<file path="src/rtl/fp_nan_pkg.sv">
package fp_nan_pkg;
    localparam int WORD_W    = 64;
    localparam int SP_EXP_W  = 8;
    localparam int SP_FRC_W  = 23;
    localparam int DP_EXP_W  = 11;
    localparam int DP_FRC_W  = 52;
    localparam int SP_W      = 1 + SP_EXP_W + SP_FRC_W;
    localparam int DP_W      = 1 + DP_EXP_W + DP_FRC_W;
    localparam int SP_QBIT   = SP_FRC_W - 1;
    localparam int DP_QBIT   = DP_FRC_W - 1;

    localparam logic [SP_W-1:0] SP_DEF_QNAN = 32'hFFC0_0000;
    localparam logic [DP_W-1:0] DP_DEF_QNAN = 64'hFFF8_0000_0000_0000;

    typedef enum logic [1:0] {
        OP_ADD = 2'b00,
        OP_SUB = 2'b01,
        OP_MUL = 2'b10,
        OP_DIV = 2'b11
    } fp_op_e;

    typedef struct packed {
        logic sign;
        logic is_nan;
        logic is_snan;
        logic is_inf;
        logic is_zero;
    } fp_cls_t;

    typedef struct packed {
        logic              valid;
        logic              override;
        logic              invalid;
        logic [WORD_W-1:0] res;
    } fp_out_t;
endpackage

</file>
<file path="src/rtl/fp_opnd_class.sv">
module fp_opnd_class
    import fp_nan_pkg::*;
(
    input  logic              fmt_dbl,
    input  logic [WORD_W-1:0] word,
    output fp_cls_t           cls
);
    logic [SP_EXP_W-1:0] sp_exp;
    logic [SP_FRC_W-1:0] sp_frc;
    logic [DP_EXP_W-1:0] dp_exp;
    logic [DP_FRC_W-1:0] dp_frc;
    logic                exp_ones;
    logic                exp_zero;
    logic                frc_nz;
    logic                qbit;

    assign sp_exp = word[SP_W-2 -: SP_EXP_W];
    assign sp_frc = word[SP_FRC_W-1:0];
    assign dp_exp = word[DP_W-2 -: DP_EXP_W];
    assign dp_frc = word[DP_FRC_W-1:0];

    always_comb begin
        if (fmt_dbl) begin
            exp_ones = &dp_exp;
            exp_zero = ~|dp_exp;
            frc_nz   = |dp_frc;
            qbit     = dp_frc[DP_QBIT];
            cls.sign = word[DP_W-1];
        end else begin
            exp_ones = &sp_exp;
            exp_zero = ~|sp_exp;
            frc_nz   = |sp_frc;
            qbit     = sp_frc[SP_QBIT];
            cls.sign = word[SP_W-1];
        end
        cls.is_nan  = exp_ones & frc_nz;
        cls.is_snan = exp_ones & frc_nz & ~qbit;
        cls.is_inf  = exp_ones & ~frc_nz;
        cls.is_zero = exp_zero & ~frc_nz;
    end
endmodule

</file>
<file path="src/rtl/fp_inval_detect.sv">
module fp_inval_detect
    import fp_nan_pkg::*;
(
    input  fp_op_e  op,
    input  fp_cls_t ca,
    input  fp_cls_t cb,
    output logic    op_inv
);
    logic both_inf;
    logic both_zero;
    logic sign_diff;

    assign both_inf  = ca.is_inf & cb.is_inf;
    assign both_zero = ca.is_zero & cb.is_zero;
    assign sign_diff = ca.sign ^ cb.sign;

    always_comb begin
        unique case (op)
            OP_ADD:  op_inv = both_inf & sign_diff;
            OP_SUB:  op_inv = both_inf & ~sign_diff;
            OP_MUL:  op_inv = (ca.is_inf & cb.is_zero) | (ca.is_zero & cb.is_inf);
            OP_DIV:  op_inv = both_inf | both_zero;
            default: op_inv = 1'b0;
        endcase
    end
endmodule

</file>
<file path="src/rtl/fp_nan_pick.sv">
module fp_nan_pick
    import fp_nan_pkg::*;
(
    input  logic              fmt_dbl,
    input  logic [WORD_W-1:0] word_a,
    input  logic [WORD_W-1:0] word_b,
    input  fp_cls_t           ca,
    input  fp_cls_t           cb,
    input  logic              op_inv,
    output logic              hit,
    output logic [WORD_W-1:0] nan_res
);
    function automatic logic [WORD_W-1:0] make_quiet(input logic dbl,
                                                     input logic [WORD_W-1:0] w);
        logic [WORD_W-1:0] q;
        if (dbl) begin
            q          = w;
            q[DP_QBIT] = 1'b1;
        end else begin
            q             = '0;
            q[SP_W-1:0]   = w[SP_W-1:0];
            q[SP_QBIT]    = 1'b1;
        end
        return q;
    endfunction

    always_comb begin
        hit     = 1'b0;
        nan_res = '0;
        if (ca.is_nan) begin
            hit     = 1'b1;
            nan_res = make_quiet(fmt_dbl, word_a);
        end else if (cb.is_nan) begin
            hit     = 1'b1;
            nan_res = make_quiet(fmt_dbl, word_b);
        end else if (op_inv) begin
            hit     = 1'b1;
            nan_res = fmt_dbl ? WORD_W'(DP_DEF_QNAN) : WORD_W'(SP_DEF_QNAN);
        end
    end
endmodule

</file>
<file path="src/rtl/fp_nan_resolver.sv">
module fp_nan_resolver
    import fp_nan_pkg::*;
#(
    parameter bit OUT_REG = 1'b1
) (
    input  logic              clk,
    input  logic              rst_n,
    input  logic              in_valid,
    input  logic              fmt_dbl,
    input  logic [1:0]        op_code,
    input  logic [WORD_W-1:0] opnd_a,
    input  logic [WORD_W-1:0] opnd_b,
    input  logic              inv_mask,
    input  logic [WORD_W-1:0] arith_res,
    output logic              res_valid,
    output logic              res_override,
    output logic              res_invalid,
    output logic [WORD_W-1:0] res_word
);
    fp_cls_t           cls_a;
    fp_cls_t           cls_b;
    logic              op_inv;
    logic              pick_hit;
    logic [WORD_W-1:0] pick_res;
    logic              any_inv;
    fp_out_t           out_d;
    fp_out_t           out_q;

    fp_opnd_class u_cls_a (.fmt_dbl(fmt_dbl), .word(opnd_a), .cls(cls_a));
    fp_opnd_class u_cls_b (.fmt_dbl(fmt_dbl), .word(opnd_b), .cls(cls_b));

    fp_inval_detect u_inv (
        .op    (fp_op_e'(op_code)),
        .ca    (cls_a),
        .cb    (cls_b),
        .op_inv(op_inv)
    );

    fp_nan_pick u_pick (
        .fmt_dbl(fmt_dbl),
        .word_a (opnd_a),
        .word_b (opnd_b),
        .ca     (cls_a),
        .cb     (cls_b),
        .op_inv (op_inv),
        .hit    (pick_hit),
        .nan_res(pick_res)
    );

    assign any_inv = cls_a.is_snan | cls_b.is_snan | op_inv;

    always_comb begin
        out_d = '0;
        if (in_valid) begin
            out_d.invalid = any_inv;
            if (!(any_inv && !inv_mask)) begin
                out_d.valid    = 1'b1;
                out_d.override = pick_hit;
                out_d.res      = pick_hit ? pick_res : arith_res;
            end
        end
    end

    generate
        if (OUT_REG) begin : g_reg
            always_ff @(posedge clk or negedge rst_n) begin
                if (!rst_n) out_q <= '0;
                else        out_q <= out_d;
            end
        end else begin : g_comb
            assign out_q = out_d;
        end
    endgenerate

    assign res_valid    = out_q.valid;
    assign res_override = out_q.override;
    assign res_invalid  = out_q.invalid;
    assign res_word     = out_q.res;
endmodule

</file>
<file path="config.mk">
export PLATFORM = sky130hd
export DESIGN_NAME = fp_nan_resolver
export DESIGN_NICKNAME = d
export VERILOG_FILES = /design/src/rtl/fp_nan_pkg.sv /design/src/rtl/fp_opnd_class.sv /design/src/rtl/fp_inval_detect.sv /design/src/rtl/fp_nan_pick.sv /design/src/rtl/fp_nan_resolver.sv
export SDC_FILE = /design/constraint.sdc
export NUM_CORES = 1
export LEC_CHECK = 0
export BUFFER_PORTS_ARGS = -buffer_cell sky130_fd_sc_hd__buf_2
export CORE_MARGIN = 2
export CORE_UTILIZATION = 35
export CTS_CLUSTER_SIZE = 8
export DETAILED_ROUTE_END_ITERATION = 8
export GPL_TIMING_DRIVEN = 0
export PLACE_DENSITY = 0.69
export SLEW_MARGIN = 20
export SYNTH_ARGS = -nofsm -noshare
export SYNTH_HDL_FRONTEND = slang
export SYNTH_SLANG_ARGS = --single-unit
</file>
<file path="constraint.sdc">
create_clock -name clk -period 0.8 [get_ports clk]
set_input_delay 0.04 -clock clk [delete_from_list [all_inputs] [get_ports clk]]
set_output_delay 0.04 -clock clk [all_outputs]
set_load 0.005 [all_outputs]
</file>
==> results of run 1 <==
[cell usage in the layout, fill, tap and decap left out, types with 6 or more instances in the layout]
master / n
nor2b_1: 13
buf_8: 9
buf_2: 236
nor4_1: 7
a21boi_1: 23
dlygate4sd3_1: 61
buf_6: 42
o22a_1: 9
nor4_2: 7
and2_1: 12
a22o_1: 6
a221oi_2: 8
clkbuf_2: 6
o2bb2ai_1: 8
buf_4: 19
nor4_4: 16
and2_4: 10
o311a_1: 8
dfrtp_1: 67
nand2_1: 36
clkbuf_8: 9
a22oi_1: 27
nand4_1: 14
[layout make-up]
cell class	count	area, sq um
multi-input cells	287	2560
flip-flops and latches	67	1680
well taps	140	175
fillers	806	3550
inverters	5	18.8
repair buffers	355	2430
plain buffers	25	226
clock inverters	7	82.6
clock buffers	9	124
[synthesized netlist by cell type (2+ instances only)]
library cell / n / share of area (%)
a21oi_1: 5 / 0.64
dfrtp_1: 67 / 43
o22a_1: 9 / 2.0
a21boi_0: 3 / 0.58
clkbuf_1: 12 / 1.2
nand4_1: 14 / 2.3
nor3_1: 4 / 0.51
nor2b_1: 18 / 2.9
xnor2_1: 2 / 0.45
nor2_1: 9 / 0.87
nor4b_1: 2 / 0.45
o21a_1: 4 / 0.77
a211oi_2: 2 / 0.64
and3_1: 2 / 0.32
a21boi_1: 22 / 4.2
a22oi_1: 28 / 5.4
nor4_1: 30 / 4.8
o2bb2ai_1: 10 / 2.3
buf_6: 6 / 1.7
a22o_1: 6 / 1.4
o211ai_1: 2 / 0.39
a21oi_2: 2 / 0.45
o31a_1: 2 / 0.45
o311a_1: 8 / 2.1
a221oi_2: 10 / 3.9
inv_1: 4 / 0.39
a21o_1: 2 / 0.39
nand2_1: 37 / 3.6
buf_2: 7 / 0.90
and2_1: 22 / 3.5
nand3_1: 5 / 0.64
nand2b_1: 4 / 0.64
o21ai_0: 3 / 0.39
and2_0: 3 / 0.48
[power by group]
part / internal, uW / switching (uW)
Sequential: 3590 / 55.0
Clock: 1490 / 1550
Combinational: 1390 / 1180
Total: 6470 / 2780
[metal layers]
| layer | routed length [um] | vias to the layer above | part of all wire, % |
|---|---|---|---|
| li1 | - | 2216 | - |
| met1 | 6950 | 2498 | 36 |
| met2 | 10400 | 288 | 54 |
| met3 | 1390 | 52 | 7.2 |
| met4 | 632 | 0 | 3.3 |
| met5 | 0 | - | 0 |
[flip-flops by register name, summed over array words and instances, names as in the netlist]
signal	flops
res_word	64
res_invalid	1
res_override	1
res_valid	1
[per-stage QoR]
stage	setup WS [ns]	std cells
2_1_floorplan	-1.40	384
3_3_place_gp	-2.07	789
3_5_place_dp	-2.18	790
4_1_cts	-1.38	893
5_1_grt	-1.54	895
6_report	-1.47	895
[worst max-delay path by stage]
stage	start	endpoint	slack, ns	cells past startpoint
final	opnd_b[50]	res_word[22]	-1.47	10
after CTS	opnd_b[51]	res_word[22]	-1.38	10
after global placement	opnd_a[20]	res_word[43]	-2.07	10
after floorplan	opnd_a[28]	res_word[10]	-1.40	9
after global routing	opnd_b[50]	res_word[9]	-1.54	10
after detailed placement	opnd_a[20]	res_word[43]	-2.18	10
[cells by family (layout without fill, tap and decap cells)]
logic type,Yosys count,count (layout)
flip-flops,67,67
AO/OA/AOI/OAI,126,126
AND/OR/NAND/NOR,157,157
multiplexers,1,1
buffers and inverters,30,401
XOR/XNOR,3,3
[repair_timing]
action / CTS / global route
buffers inserted: 20 / 2
gates resized for setup: 113 / 59
gates cloned: 6 / 0
endpoints found under the hold margin: 122 / 0
hold buffers: 61 / 0
pin swaps: 43 / 20
setup endpoints to repair: 134 / 134
[worst max-delay path: stages]
cell	delay [ns]
buf_8	0.10
nor4_4	0.27
nand4_1	0.26
o31a_1	0.43
nor4bb_4	0.38
a211oi_4	0.11
o311a_4	0.37
buf_6	0.15
nand4b_1	0.23
o311a_1	0.17
==> summary by stage, run 1 <==
Hold path
For hold timing, the worst endpoint is res_word[17]. The worst hold path belongs to the class in -> reg. The startpoint identified for the worst hold timing path is arith_res[17]. Along the worst hold path, the cell count comes to 3.

CTS
The cell sitting at the root of the clock tree is a clkbuf_8. Clock tree synthesis inserted a total of 9 buffers. Clock-pin slew was measured on the worst setup and hold paths at 0.08 ns. The total number of clock tree sinks is 67. The clock tree from TritonCTS is done. The number of buffers on the longest clock path is 2. The count of H-tree levels built during CTS is 3.

Global route
The initial antenna violation count came to 0. Global routing used 32.2% of the available met1 tracks. The total overflow left after global routing is 0. The number of global-route vias before repair was 5,230. Entering global routing, the biggest net connects 40 pins. The first global-routing pass estimated 27,200 um of wire. Across every metal layer, demand over resource in global routing totals 30.7%. For met2 alone, demand over resource in global routing was 57.6%. The met3 capacity usage during global routing is 6.16%. The busiest metal layer after global routing is met2.

Synthesis
In this run the mean area of a mapped cell was 10.1 sq um. Sequential cells were found to cover 43.1% of the synthesized design area. After Yosys synthesis, and, or, nand and nor cells account for 22.9% of the synthesized area.

The synthesized net count is 583. In the synthesized netlist the dominant register cell turns out to be dfrtp_1. After synthesis, the netlist uses 52 different library cells. The async set-reset flop share out of synthesis is 100%. In this run, synthesis produced a sequential element count of 67.

After synthesis the cells add up to 3890 sq um. The dominant combinational cell family by area after synthesis is compound AO/OA/AOI/OAI gates. The synthesis warning total is 0. After Yosys synthesis, full adders, half adders and majority gates account for 0% of the synthesized area.

The multiplexer area fraction after synthesis is 0.257%. The synthesized design contains 0 enable-type register cells. The compound-cell area share of the yosys netlist is 28.8%. The instance count of the mapped netlist is 384. The xor and xnor area share after synthesis is 0.676%.

Detailed routing
For this run, design rule violations remaining after detail routing come to 0. The detail route stage leaves a number of antenna-violating nets equal to 0. For this block, the initial DRC count from the detailed router was 373. The first TritonRoute pass finished after 7 iterations. The average vias per placed instance is 5.65. The routed design has 19,400 um of wire. The routed via count is 5,054. After detailed routing, the average wire length per cell comes to 21.6 um.

Finish
The relative area change from synthesis to final layout is 87.4%. The final-stage net count is 949. The proportion of layout cells with a drive suffix above 1 is 54.2%. The number of antenna diodes in the final layout is 0. Once layout is complete, the utilization of the core stands at 67.2%.

The post-route cell area is 7290 sq um.

Power
Overall power consumption after layout is estimated at 9250 uW. VDD sags by at most 0.840 mV. The power per standard cell area is 1270 nW/um^2. The leakage dissipation is 0.00343 uW.

STA
The worst-case hold slack is -0.0101 ns. For the pin with the worst max-slew slack, the measured transition is 0.616 ns. Setup violations remaining at the end of the flow were counted as 134.

The final max-slew violation count is 0. The final hold violation count is 1. Setup repair after global routing could not meet its margin everywhere.

The least setup slack across all paths after layout is -1.47 ns. For the finished layout, the period the worst path requires is 2.27 ns. Measured against its own limit, the worst slew margin works out to 58.9%. After layout, the worst path uses 284% of the clock period. Setup total negative slack on the finished layout was measured at -99.86 ns. The maximum operating frequency is 0.440 GHz.

Placement
The number of port buffers is 265. At the end of routability-driven placement, the weighted congestion stood at 0.898. The sum of net half-perimeters after detailed placement is 13,700 um. The area after detailed placement is 5500 sq um.

Floorplan
The die outline height is 109 um. The number of placed I/O pins is 266. The floorplan die area is 12,000 sq um.

In this run the horizontal extent of the chip is 109 um. The effective utilization at floorplan is 35.9%. The area of the placeable core is 10,800 sq um. The number of cell rows is 38.

Run
Max-cap violations in this run came to 0.

Critical path
The data required time at the worst endpoint is 1.05 ns. The worst setup path is launched from a primary input. The worst endpoint data arrival time is 2.52 ns. The type of the setup path with the least slack is in -> reg. The highest net fanout along the worst path is 8. The category of the worst setup path capture point is a register.

Outcome
The final reports fail on negative hold slack, negative setup slack. The flow ran to the end, but the final reports show violations.
No activity file was read; power rests on OpenSTA's default activity.
==> run 2: changes to the inputs <==
--- a/config.mk
+++ b/config.mk
@@ -11,6 +11,7 @@
 export CTS_CLUSTER_SIZE = 8
 export DETAILED_ROUTE_END_ITERATION = 8
 export GPL_TIMING_DRIVEN = 0
+export MAX_ROUTING_LAYER = met4
 export PLACE_DENSITY = 0.69
 export SLEW_MARGIN = 20
 export SYNTH_ARGS = -nofsm -noshare
==> run 2 against run 1 <==
Compared with the run above:
- the flow finishes with violations (negative setup slack)
- die area unchanged
- global-route usage about the same
- wire length up 0.87%
- core utilization down 0.18 points
- largest cell class is now multi-input combinational cells
- largest power group unchanged
==> summary by stage, run 2 (same netlist as run 1, synthesis figures left out) <==
Global route
The global-route usage over all layers was 30.7% (-0.048 points). The number of global-route vias before repair is 5,176 (-1.0%). The overflow left after global routing is 0 (unchanged). The wire length of the first global-routing pass is 26,500 um (-2.7%).

The initial antenna violation count is 1 (+1). The maximum number of pins on one net before global-route repair came to 37 (-7.5%).

Finish
The post-route cell area is 7270 sq um (-0.27%). The number of fill cells in the layout was 849 (+5.3%). In the layout the commonest cells are buf_2 (250), dfrtp_1 (67), dlygate4sd3_1 (59). The flip-flop count of the largest register after layout is 64 (unchanged). The proportion of layout cells with a drive suffix above 1 is 54.7% (+0.48 points). The combined area of the multi-input logic cells is 2640 sq um (+3.2%). The final cell count without fillers is 893 (-0.22%). Compared with the post-synthesis result, the final layout area differs by 86.9%.

The library cell used most frequently in the layout, excluding fill and tap cells, is buf_2. The register area came to 1680 sq um (unchanged). The final-stage net count came to 946 (-0.32%).

Power
The net switching power figure came to 2720 uW (-2.1%). The power share of the sequential group is 38.2% (-1.2 points). The share of power burned in combinational logic was 26.6% (-1.1 points). The clock share of power came to 35.2% (+2.3 points). The peak supply drop was 0.864 mV (+2.9%). The power per standard cell area is 1310 nW/um^2 (+3.3%). The fraction of power spent switching nets came to 28.6% (-1.5 points).

The leakage dissipation is 0.00344 uW (+0.41%). The design internal power is 6810 uW (+5.2%).

Detailed routing
The iteration count of the initial detailed-routing pass is 8 (+1). The iteration-0 DRC count of the detailed router came to 418 (+12%). The average wire length per cell after detail routing is 21.9 um (+1.1%). The remaining design rule violation count came to 0 (unchanged). The total wire length is 19,500 um (+0.87%). The average vias per placed instance is 5.69 (+0.80%). The remaining antenna violation count is 0 (unchanged). The routed via count came to 5,083 (+0.57%).

STA
The final max-slew violation count is 0 (unchanged). The least setup slack across all paths after layout came to -1.56 ns (-0.0863 ns). The final setup violation count came to 134 (unchanged).

The final hold violation count is 0 (-1). The maximum operating frequency is 0.424 GHz (-3.7%). The worst slew slack as a fraction of its limit was 57.5% (-1.4 points). Setup repair after global routing could not meet its margin everywhere. The minimum clock period is 2.36 ns (+0.0863 ns). The part of the cycle the worst path needs came to 295% (+11 points). The slew at the pin closest to its max-slew limit is 0.638 ns (+0.0214 ns).

The worst-case hold slack is 0.00580 ns (+0.0159 ns). The final sum of negative setup slack was -102.28 ns (-2.42 ns).

CTS
The clock-pin slew reported for the worst setup and hold paths after clock tree synthesis is 0.08 ns (about the same). The total number of clock tree sinks is 67 (unchanged). TritonCTS built the clock tree. The number of clock buffers inserted by TritonCTS is 9 (unchanged).

The number of buffers on the longest clock path was 2 (unchanged). The CTS root buffer is clkbuf_8. The count of H-tree levels built during CTS was 3 (unchanged).

Critical path
The worst setup path is launched from a primary input. The data required time at the worst endpoint is 1.03 ns (-0.02 ns). The number of buffer and inverter instances along the worst setup path was 4 (+2). The origin of the worst setup path is opnd_a[2]. The worst endpoint data arrival time is 2.59 ns (+0.07 ns). The highest net fanout along the worst path came to 10 (+2). STA classifies the critical path endpoint as a register. The largest stage delay on the critical path came to 0.44 ns (about the same). By instance count, the cell type seen most on the critical path is buf_6. Following the worst setup path forward leads to its endpoint at res_word[49]. The path length in cells of the critical path is 12 (+2). For this design, the slowest cell found on the critical path is o311a_4. The critical path is of the in -> reg type. Walking the worst path, the cells encountered are buf_2 -> nor4_4 -> nand4_1 -> buf_6 -> a211o_4 -> buf_6 -> nor2_4 -> a31oi_4 -> o311a_4 -> buf_12 -> a22oi_1 -> nor2b_4. The cell family contributing the most delay on the critical path is compound AO/OA/AOI/OAI gates.

Floorplan
The number of placed I/O pins was 266 (unchanged). The width of the die is 109 um (unchanged). The floorplan die area is 12,000 sq um (unchanged). The number of cell rows is 38 (unchanged). The effective utilization at floorplan was 35.9% (unchanged). The die outline height came to 109 um (unchanged). The area of the placeable core is 10,800 sq um (unchanged).

Hold path
The class of the tightest hold or removal check is in -> reg.

Placement
The post-place setup slack is -2.12 ns (+0.0591 ns). The number of port buffers is 265 (unchanged). The area after detailed placement is 5500 sq um (unchanged). The total placed cells including tap cells came to 790 (unchanged). The sum of net half-perimeters after detailed placement is 13,600 um (-0.71%). The final estimated routing congestion in global placement is 0.913 (+1.8%).

Outcome
The checks that failed: negative setup slack. The run finished, with violations left.

Run
The max capacitance violation total is 0 (unchanged).
[run 2: final cells by class]
type / count / share of cell area (%)
Buffer: 25 / 3.20
Multi-Input combinational cell: 287 / 36.3
Sequential cell: 67 / 23.1
Inverter: 5 / 0.258
Clock inverter: 6 / 1.31
Tap cell: 140 / 2.41
Timing Repair Buffer: 352 / 31.5
Clock buffer: 10 / 1.89
Antenna cell: 1 / 0.0344
[run 2: power groups by stage]
stage | Clock [uW] | Sequential (uW) | Combinational (uW)
global route | 3550 | 3660 | 2700
finish | 3350 | 3640 | 2540
CTS | 3370 | 3640 | 2270
floorplan | 0 | 3740 | 615
detailed placement | 0 | 3710 | 1770
global placement | 0 | 3700 | 1730
[run 2: worst min-delay path by stage]
stage,endpoint,from,cells after the start,slack [ns]
after floorplan,res_invalid,rst_n,0,-0.26
after global placement,res_invalid,in_valid,2,0.28
after detailed placement,res_word[43],rst_n,1,0.02
after CTS,res_word[8],opnd_b[8],3,-0.008
after global routing,res_word[17],arith_res[17],3,0.0004
final,res_word[17],arith_res[17],3,0.006
[run 2: per-layer routing]
metal  track usage, %  routed length, um
met4             12.7                781
met3             7.29               1530
met5                -                  0
met2             56.1              10200
met1             31.2               6960
[run 2: stage by stage]
step	utilization, %	power, uW
after floorplan	-	4360
after global placement	50.5	5430
after detailed placement	50.7	5480
after CTS	63.8	9280
after global routing	67.0	9910
final	67.0	9530
[run 2: what timing repair did]
item                                   in CTS  in global routing
resized for setup                          89                 65
endpoints found under the hold margin      84                  2
cloned                                      2                  2
setup endpoints to repair                 134                166
setup buffers                              22                  1
pin swaps                                  32                 21
hold buffers                               58                  1
